`config.mk`:
```
export PLATFORM = sky130hd
export DESIGN_NAME = stack_seq
export DESIGN_NICKNAME = d
export VERILOG_FILES = /design/src/rtl/stack_seq_pkg.sv /design/src/rtl/stack_seq_ptr.sv /design/src/rtl/stack_seq_fsm.sv /design/src/rtl/stack_seq.sv
export SDC_FILE = /design/constraint.sdc
export NUM_CORES = 1
export LEC_CHECK = 0
export CAP_MARGIN = 25
export CORE_MARGIN = 2
export CORE_UTILIZATION = 44
export CTS_BUF_LIST = sky130_fd_sc_hd__clkbuf_4 sky130_fd_sc_hd__clkbuf_8 sky130_fd_sc_hd__clkbuf_16
export CTS_CLUSTER_DIAMETER = 30
export DETAILED_ROUTE_END_ITERATION = 10
export PLACE_DENSITY_LB_ADDON = 0.12
export SYNTH_ARGS = -nofsm -noshare
export SYNTH_HDL_FRONTEND = slang
export SYNTH_SLANG_ARGS = --single-unit
```
`constraint.sdc`:
```
create_clock -name clk -period 1.76 [get_ports clk]
set_input_delay 0.264 -clock clk [delete_from_list [all_inputs] [get_ports clk]]
set_output_delay 0.264 -clock clk [all_outputs]
set_load 0.05 [all_outputs]
```
`src/rtl/stack_seq_pkg.sv`:
```
package stack_seq_pkg;

    typedef enum logic [2:0] {
        OP_CALL = 3'd0,
        OP_RET  = 3'd1,
        OP_RETI = 3'd2,
        OP_PUSH = 3'd3,
        OP_POP  = 3'd4
    } seq_op_t;

    typedef enum logic [3:0] {
        S_IDLE,
        S_CALL_LO,
        S_CALL_HI,
        S_RET_HI,
        S_RET_LO,
        S_PUSH_RD,
        S_PUSH_WR,
        S_POP_RD,
        S_POP_WR
    } seq_state_t;

endpackage

```
`src/rtl/stack_seq_ptr.sv`:
```
module stack_seq_ptr #(
    parameter int              ADDR_W   = 8,
    parameter logic [ADDR_W-1:0] SP_RESET = 8'h07
) (
    input  logic              clk,
    input  logic              rst_n,
    input  logic              step_up,
    input  logic              step_down,
    output logic [ADDR_W-1:0] sp
);

    localparam logic [ADDR_W-1:0] ONE = 1;

    logic [ADDR_W-1:0] sp_q;

    always_ff @(posedge clk) begin
        if (!rst_n) begin
            sp_q <= SP_RESET;
        end else if (step_up) begin
            sp_q <= sp_q + ONE;
        end else if (step_down) begin
            sp_q <= sp_q - ONE;
        end
    end

    assign sp = sp_q;


    sp_step_chk: assert property (@(posedge clk) disable iff (!rst_n)
        (sp_q != $past(sp_q)) |-> ((sp_q == $past(sp_q) + ONE) || (sp_q == $past(sp_q) - ONE)));


    step_excl_chk: assert property (@(posedge clk) disable iff (!rst_n)
        !(step_up && step_down));

endmodule

```
`src/rtl/stack_seq_fsm.sv`:
```
module stack_seq_fsm
    import stack_seq_pkg::*;
#(
    parameter int ADDR_W = 8,
    parameter int DATA_W = 8,
    parameter int PC_W   = 2 * DATA_W
) (
    input  logic              clk,
    input  logic              rst_n,
    input  logic              start,
    input  logic [2:0]        op,
    input  logic [PC_W-1:0]   ret_addr,
    input  logic [PC_W-1:0]   target,
    input  logic [ADDR_W-1:0] dir_addr,
    input  logic              in_isr,
    input  logic [ADDR_W-1:0] sp,
    input  logic [DATA_W-1:0] ram_rdata,
    output logic [ADDR_W-1:0] ram_addr,
    output logic              ram_we,
    output logic [DATA_W-1:0] ram_wdata,
    output logic              step_up,
    output logic              step_down,
    output logic [PC_W-1:0]   pc_out,
    output logic              done,
    output logic              irq_release,
    output logic              busy
);

    localparam logic [ADDR_W-1:0] ONE = 1;

    seq_state_t        state_q, state_d;
    logic [PC_W-1:0]   ret_q, tgt_q, pc_q;
    logic [ADDR_W-1:0] dir_q;
    logic [DATA_W-1:0] byte_q;
    logic              isr_q, reti_q;
    logic [ADDR_W-1:0] sp_next;

    assign sp_next = sp + ONE;

    // State register
    always_ff @(posedge clk) begin
        if (!rst_n) begin
            state_q <= S_IDLE;
        end else begin
            state_q <= state_d;
        end
    end

    // Transitions
    always_comb begin
        state_d = state_q;
        unique case (state_q)
            S_IDLE: begin
                if (start) begin
                    case (seq_op_t'(op))
                        OP_CALL:         state_d = S_CALL_LO;
                        OP_RET, OP_RETI: state_d = S_RET_HI;
                        OP_PUSH:         state_d = S_PUSH_RD;
                        OP_POP:          state_d = S_POP_RD;
                        default:         state_d = S_IDLE;
                    endcase
                end
            end
            S_CALL_LO: state_d = S_CALL_HI;
            S_CALL_HI: state_d = S_IDLE;
            S_RET_HI:  state_d = S_RET_LO;
            S_RET_LO:  state_d = S_IDLE;
            S_PUSH_RD: state_d = S_PUSH_WR;
            S_PUSH_WR: state_d = S_IDLE;
            S_POP_RD:  state_d = S_POP_WR;
            S_POP_WR:  state_d = S_IDLE;
            default:   state_d = S_IDLE;
        endcase
    end

    // Outputs
    always_comb begin
        ram_addr    = sp;
        ram_we      = 1'b0;
        ram_wdata   = '0;
        step_up     = 1'b0;
        step_down   = 1'b0;
        done        = 1'b0;
        irq_release = 1'b0;
        pc_out      = pc_q;
        unique case (state_q)
            S_IDLE: begin
            end
            S_CALL_LO: begin
                ram_addr  = sp_next;
                ram_we    = 1'b1;
                ram_wdata = ret_q[DATA_W-1:0];
                step_up   = 1'b1;
            end
            S_CALL_HI: begin
                ram_addr  = sp_next;
                ram_we    = 1'b1;
                ram_wdata = ret_q[PC_W-1:DATA_W];
                step_up   = 1'b1;
                done      = 1'b1;
                pc_out    = tgt_q;
            end
            S_RET_HI: begin
                step_down = 1'b1;
            end
            S_RET_LO: begin
                step_down   = 1'b1;
                done        = 1'b1;
                pc_out      = {byte_q, ram_rdata};
                irq_release = reti_q & isr_q;
            end
            S_PUSH_RD: begin
                ram_addr = dir_q;
            end
            S_PUSH_WR: begin
                ram_addr  = sp_next;
                ram_we    = 1'b1;
                ram_wdata = byte_q;
                step_up   = 1'b1;
                done      = 1'b1;
            end
            S_POP_RD: begin
                step_down = 1'b1;
            end
            S_POP_WR: begin
                ram_addr  = dir_q;
                ram_we    = 1'b1;
                ram_wdata = byte_q;
                done      = 1'b1;
            end
            default: begin
            end
        endcase
    end

    // Operand capture and held results
    always_ff @(posedge clk) begin
        if (!rst_n) begin
            ret_q  <= '0;
            tgt_q  <= '0;
            pc_q   <= '0;
            dir_q  <= '0;
            byte_q <= '0;
            isr_q  <= 1'b0;
            reti_q <= 1'b0;
        end else begin
            if (state_q == S_IDLE && start) begin
                ret_q  <= ret_addr;
                tgt_q  <= target;
                dir_q  <= dir_addr;
                isr_q  <= in_isr;
                reti_q <= (seq_op_t'(op) == OP_RETI);
            end
            if (state_q == S_RET_HI || state_q == S_PUSH_RD || state_q == S_POP_RD) begin
                byte_q <= ram_rdata;
            end
            if (done) begin
                pc_q <= pc_out;
            end
        end
    end

    assign busy = (state_q != S_IDLE);


    done_idle_chk: assert property (@(posedge clk) disable iff (!rst_n)
        done |=> !busy);


    busy_hold_chk: assert property (@(posedge clk) disable iff (!rst_n)
        (busy && !done) |=> (busy && done));


    release_chk: assert property (@(posedge clk) disable iff (!rst_n)
        irq_release |-> done);


    idle_quiet_chk: assert property (@(posedge clk) disable iff (!rst_n)
        !busy |-> !ram_we);


    ignore_busy_chk: assert property (@(posedge clk) disable iff (!rst_n)
        (busy && start && !done) |=> (state_q != S_IDLE));

endmodule

```
`src/rtl/stack_seq.sv`:
```
module stack_seq #(
    parameter int                ADDR_W   = 8,
    parameter int                DATA_W   = 8,
    parameter int                PC_W     = 2 * DATA_W,
    parameter logic [ADDR_W-1:0] SP_RESET = 8'h07
) (
    input  logic              clk,
    input  logic              rst_n,
    input  logic              start,
    input  logic [2:0]        op,
    input  logic [PC_W-1:0]   ret_addr,
    input  logic [PC_W-1:0]   target,
    input  logic [ADDR_W-1:0] dir_addr,
    input  logic              in_isr,
    output logic [ADDR_W-1:0] ram_addr,
    output logic              ram_we,
    output logic [DATA_W-1:0] ram_wdata,
    input  logic [DATA_W-1:0] ram_rdata,
    output logic [PC_W-1:0]   pc_out,
    output logic              done,
    output logic              irq_release,
    output logic [ADDR_W-1:0] sp_out,
    output logic              busy
);

    logic              step_up, step_down;
    logic [ADDR_W-1:0] sp;

    stack_seq_ptr #(
        .ADDR_W   (ADDR_W),
        .SP_RESET (SP_RESET)
    ) u_ptr (
        .clk       (clk),
        .rst_n     (rst_n),
        .step_up   (step_up),
        .step_down (step_down),
        .sp        (sp)
    );

    stack_seq_fsm #(
        .ADDR_W (ADDR_W),
        .DATA_W (DATA_W),
        .PC_W   (PC_W)
    ) u_fsm (
        .clk         (clk),
        .rst_n       (rst_n),
        .start       (start),
        .op          (op),
        .ret_addr    (ret_addr),
        .target      (target),
        .dir_addr    (dir_addr),
        .in_isr      (in_isr),
        .sp          (sp),
        .ram_rdata   (ram_rdata),
        .ram_addr    (ram_addr),
        .ram_we      (ram_we),
        .ram_wdata   (ram_wdata),
        .step_up     (step_up),
        .step_down   (step_down),
        .pc_out      (pc_out),
        .done        (done),
        .irq_release (irq_release),
        .busy        (busy)
    );

    assign sp_out = sp;

endmodule

```
[After elaboration in Yosys (flattened, before gate mapping)]
Index checks and enable logic that the tools add are counted.
Storage, ports and cells
  bits in registers: 78
  input port bits: 55
  output and inout port bits: 44
  word-level logic and storage cells: 52
Cells by class
  add/sub/neg operators: 2
  eq/ne operators: 13
  mux-type cells: 13
  bitwise operators: 1
  reduce and logical (&&, ||, !) cells: 14
Operators with widths (count)
  $pmux 16 s2: 1
  $pmux 8 s3: 1
  $pmux 4 s5: 1
  $eq 4x3->1 const B: 4
  $mux 8: 2
  $pmux 8 s2: 1
  $pmux 3 s4: 1
  $add 8x1->8 const B: 1
  $eq 4x2->1 const B: 2
  $reduce_or 4->1: 2
  $sub 8x1->8 const B: 1
  $eq 3x2->1 const B: 2
  $reduce_or 2->1: 3
  $reduce_or 3->1: 2
  $mux 1: 5
  $eq 4x1->1 const B: 1
  $eq 4x4->1 const B: 1
  $logic_not 4->1: 1
  $mux 4: 1
  $reduce_bool 4->1: 1
  $eq 3x1->1 const B: 1
  $eq 3x3->1 const B: 1
  $logic_not 3->1: 1
  $logic_or 1x1->1: 2
  4 further kinds: 4

[Logic depth before layout (Yosys ltp)]
  depth in word-level cells: 5
  depth in mapped cells: 7

[By module]
A second synthesis with hierarchy kept.
Second synthesis, totals
  cells, all modules: 479
  area, all modules: 3973.8 um^2
Modules (own cells, without submodules)
  stack_seq_fsm: instances 1, cells an instance 406, area each 3365.7 um^2
  stack_seq_ptr: instances 1, cells an instance 73, area each 608.1 um^2

[Least setup slack after synthesis]
Ideal clock, no wire load.
  kind: reg2out
  start point: register u_fsm.state_q[3]
  end point: output port ram_addr[2]
  data arrival time: 2.469 ns
  required time: 1.496 ns
  slack: -0.973 ns
  stages on the path, launching flop included: 7
  buffers on the path: 2
  cells stage by stage: dfxtp_1 > buf_2 > nor4b_4 > a21oi_2 > buf_2 > o21a_1 > o21ai_0
On the way
  longest elaborated chain between the ends: 3
  elaborated cells between the ends (all ways): 8
RTL lines
  from (decl): RTL line stack_seq_fsm.sv:31  | seq_state_t state_q, state_d;
  from (signal assigned): RTL line stack_seq_fsm.sv:45  | state_q <= state_d;
  $eq 4x1->1 (tied with other cells): RTL line stack_seq_fsm.sv:86  | unique case (state_q)
  $reduce_or 3->1 (no line) / $reduce_or 2->1 (equally long branches)
  $pmux 8 s2 (*): RTL line stack_seq_fsm.sv:86
  to (decl): RTL line stack_seq.sv:15  | output logic [ADDR_W-1:0] ram_addr,
Every way passes the cells marked *; elsewhere a longest branch is shown, timed or not.

[Worst setup path after layout]
  start point: register u_fsm.state_q[1]
  end point: output port ram_addr[5]
Same word-level chain as after synthesis.

==> out/metrics.csv <==
metric,value,unit
status,"complete, but fails checks",
failing checks,setup timing,
first-pass GRT wire length,18440,um
max_slew headroom,0.6795,
Clock Tree Buf Depth,2,
post-synthesis instance total,464,
Num Clock Sinks,78,
Worst-Skew Late Latency,0.37,ns
Finished Core Util,0.7723,
layout cells sized above 1,0.3578,
ANT cells,0,
Final Hold Fails,0,
Layout Cells excl Fill,717,
Die Height,96.50,um
GRT overflow,0,
Main synth FF type,dfxtp_1,
Hold Crit Class,in2reg,
Leak,2.470,nW
Avg Inst Size Synth,8.114,um^2
"EDFF count, synth",0,
Fill cells,554,
sequential element share of the synthesized area,0.4148,
Least-Margin Pin Slew,0.4764,ns
average wire per standard cell,18.36,um
Ports,99,
Pwr per Cell Area,746.0,nW/um^2
warnings from Yosys,0,
post-synth cell types,43,
CP endpoint kind,output port,
Critical Path Source Type,register,
CTS tree,done,
antenna violations before repair,0,
number of global-route vias before repair,3746,
Routed WL,13170,um
fin crit share,1.344,
critical path data required time,1.50,ns
CP max-delay cell,or4b_4,
DRT antenna net count,0,
Final Max Tran Viols,0,
Syn Std Cell Area,3765,um^2
#FFs+latches synth,78,
RePlAce Congestion,0.8687,
final worst slack,-0.6051,ns
die span in x,96.50,um
H-Tree Depth,3,
clk root buf,clkbuf_8,
MaxCap Viol Count,0,
drt pass-1 iters,7,
# rows,33,
DP HPWL,7692,um
vias per cell,5.625,
CP max stage delay,0.58,ns
critical path class,reg2out,
CP top delay family,compound AO/OA/AOI/OAI gates,
All-Layer GR Usage,0.2599,
Area Growth Syn to Fin,69.39,%
placed instance count,674,
Worst-path clk slew,0.09,ns
Worst Path Arrival,2.10,ns
critical path peak fanout,6,
Nets,664,
worst-path cell chain,or4b_4 -> o211ai_4 -> o21ai_2 -> a221o_2 -> buf_8,
DRC viols,0,
Synth async-reset ratio,0,
Post-Syn Nets,521,
# port buffers,98,
via count,4033,
die footprint,9312,um^2
post-route minimum period,2.365,ns
CTS Buf Count,9,
area of the core,8258,um^2
Multi-input gate area,2527,um^2
Initial Util,0.4559,
final setup fails,44,
largest net degree at the start of global routing,44,
peak supply drop,0.5393,mV
DR iter-0 viols,230,
fmax,422.8,MHz
Register Area,1580,um^2
Buf/Inv on CP,1,
unrepaired setup endpoints after global routing,yes,
Clock Skews,0.008683,ns
-- area by class of cell --
| class | count | share of cell area |
|---|---|---|
| Clock buffer | 11 | 0.02276 |
| Clock inverter | 5 | 0.005101 |
| Inverter | 27 | 0.01589 |
| Multi-Input combinational cell | 326 | 0.3963 |
| Sequential cell | 78 | 0.2478 |
| Tap cell | 105 | 0.02060 |
| Timing Repair Buffer | 165 | 0.2915 |
-- sequential cells by signal, summed over array words and instances, names as in the netlist --
name           cells
u_fsm.isr_q        1
u_fsm.dir_q        8
u_fsm.tgt_q       16
u_fsm.reti_q       1
u_fsm.pc_q        16
u_fsm.ret_q       16
u_fsm.byte_q       8
u_fsm.state_q      4
u_ptr.sp           8
-- final timing paths --
check / startpoint / end / slack, ns / depth (start not counted)
max: u_fsm.state_q[1]$_SDFFE_PN0P_ / ram_addr[5] / -0.61 / 5
min: rst_n / u_ptr.sp[2]$_SDFFE_PN1P_ / 0.30 / 3
max reg2reg: u_fsm.state_q[3]$_SDFFE_PN0P_ / u_ptr.sp[2]$_SDFFE_PN1P_ / -0.21 / 8
min reg2reg: u_fsm.tgt_q[5]$_SDFFE_PN0P_ / u_fsm.tgt_q[5]$_SDFFE_PN0P_ / 0.46 / 2
-- worst min-delay path, delay by kind of cell --
family	cells	cell delay, ns
AND/OR/NAND/NOR	1	0.08
multiplexers	1	0.14
buffers and inverters	1	0.14
-- metal layers --
layer / GRT usage / wire [um] / vias to the layer above
met4: 0.09624 / 256 / 0
met3: 0.04112 / 817 / 28
met2: 0.4473 / 6595 / 168
met5: 0 / 0 / -
met1: 0.3280 / 5495 / 1954
li1: - / - / 1883
-- cells in the final DEF, fill, tap and decap left out, types with 9 or more instances in the layout --
cell type        instances
buf_4                   43
nand2_1                 99
a22oi_1                  9
inv_1                   27
nand2b_1                10
o21ai_4                 26
and2_1                  16
o21ai_0                 10
a21boi_0                33
dfxtp_1                 71
clkbuf_8                10
buf_12                  17
clkdlybuf4s50_1         53
a22oi_2                 20
a21boi_1                15
buf_6                   40
-- cells in the mapped netlist (all sizes together), types with 2 or more instances --
| cell type | instances | area [um^2] |
|---|---|---|
| a21boi | 49 | 367.9 |
| nor3 | 3 | 15.01 |
| buf | 15 | 82.58 |
| nor2b | 2 | 12.51 |
| a21oi | 6 | 33.78 |
| nor4b | 5 | 73.83 |
| a21o | 2 | 16.27 |
| a221o | 6 | 60.06 |
| and2 | 16 | 100.1 |
| ha | 2 | 25.02 |
| clkbuf | 20 | 76.32 |
| a22oi | 29 | 217.7 |
| mux2i | 8 | 80.08 |
| nand3 | 3 | 15.01 |
| nor2 | 8 | 30.03 |
| nor3b | 4 | 30.03 |
| inv | 27 | 101.4 |
| nand2b | 13 | 81.33 |
| dfxtp | 78 | 1562 |
| a32oi | 3 | 26.28 |
| and3 | 7 | 43.79 |
| nor4 | 2 | 12.51 |
| o21ai | 44 | 224.0 |
| nand2 | 101 | 379.1 |
-- cells by family after synthesis --
group | after synthesis | share of synthesized area
AOI/OAI and AO/OA | 142 | 0.2586
adders and majority gates | 2 | 0.006646
buffers and inverters | 62 | 0.06913
xor gates and xnor gates | 1 | 0.002327
muxes | 9 | 0.02426
and+or+nand+nor | 170 | 0.2243
DFF | 78 | 0.4148
-- timing repair --
action                                  in CTS  in global routing
pin swaps                                   15                 12
endpoints found under the setup margin      42                 71
gates resized for setup                     97                 42
gates cloned                                 6                  3
setup buffers                               10                 10
endpoints found under the hold margin        0                  0
hold buffers                                 0                  0
-- where the power goes --
part	switching [mW]	internal [mW]	total, mW
Clock	0.698	0.568	1.27
Combinational	0.833	0.723	1.56
Sequential	0.0734	1.86	1.93
-- metrics by stage --
step	hold slack, ns	setup WS (ns)	total power [mW]	cell area, um^2	TNS, ns
detailed placement	0.4514	-0.3101	3.221	5420	-5.162
floorplan	0.3988	-0.2546	2.692	4081	-1.701
finish	0.2955	-0.6051	4.758	6377	-17.54
CTS	0.2387	-0.5355	4.617	6137	-14.84
global route	0.2945	-0.6497	4.924	6377	-20.15
global placement	0.4457	-0.2176	3.201	5420	-3.585
(Power assumes the default switching activity.)
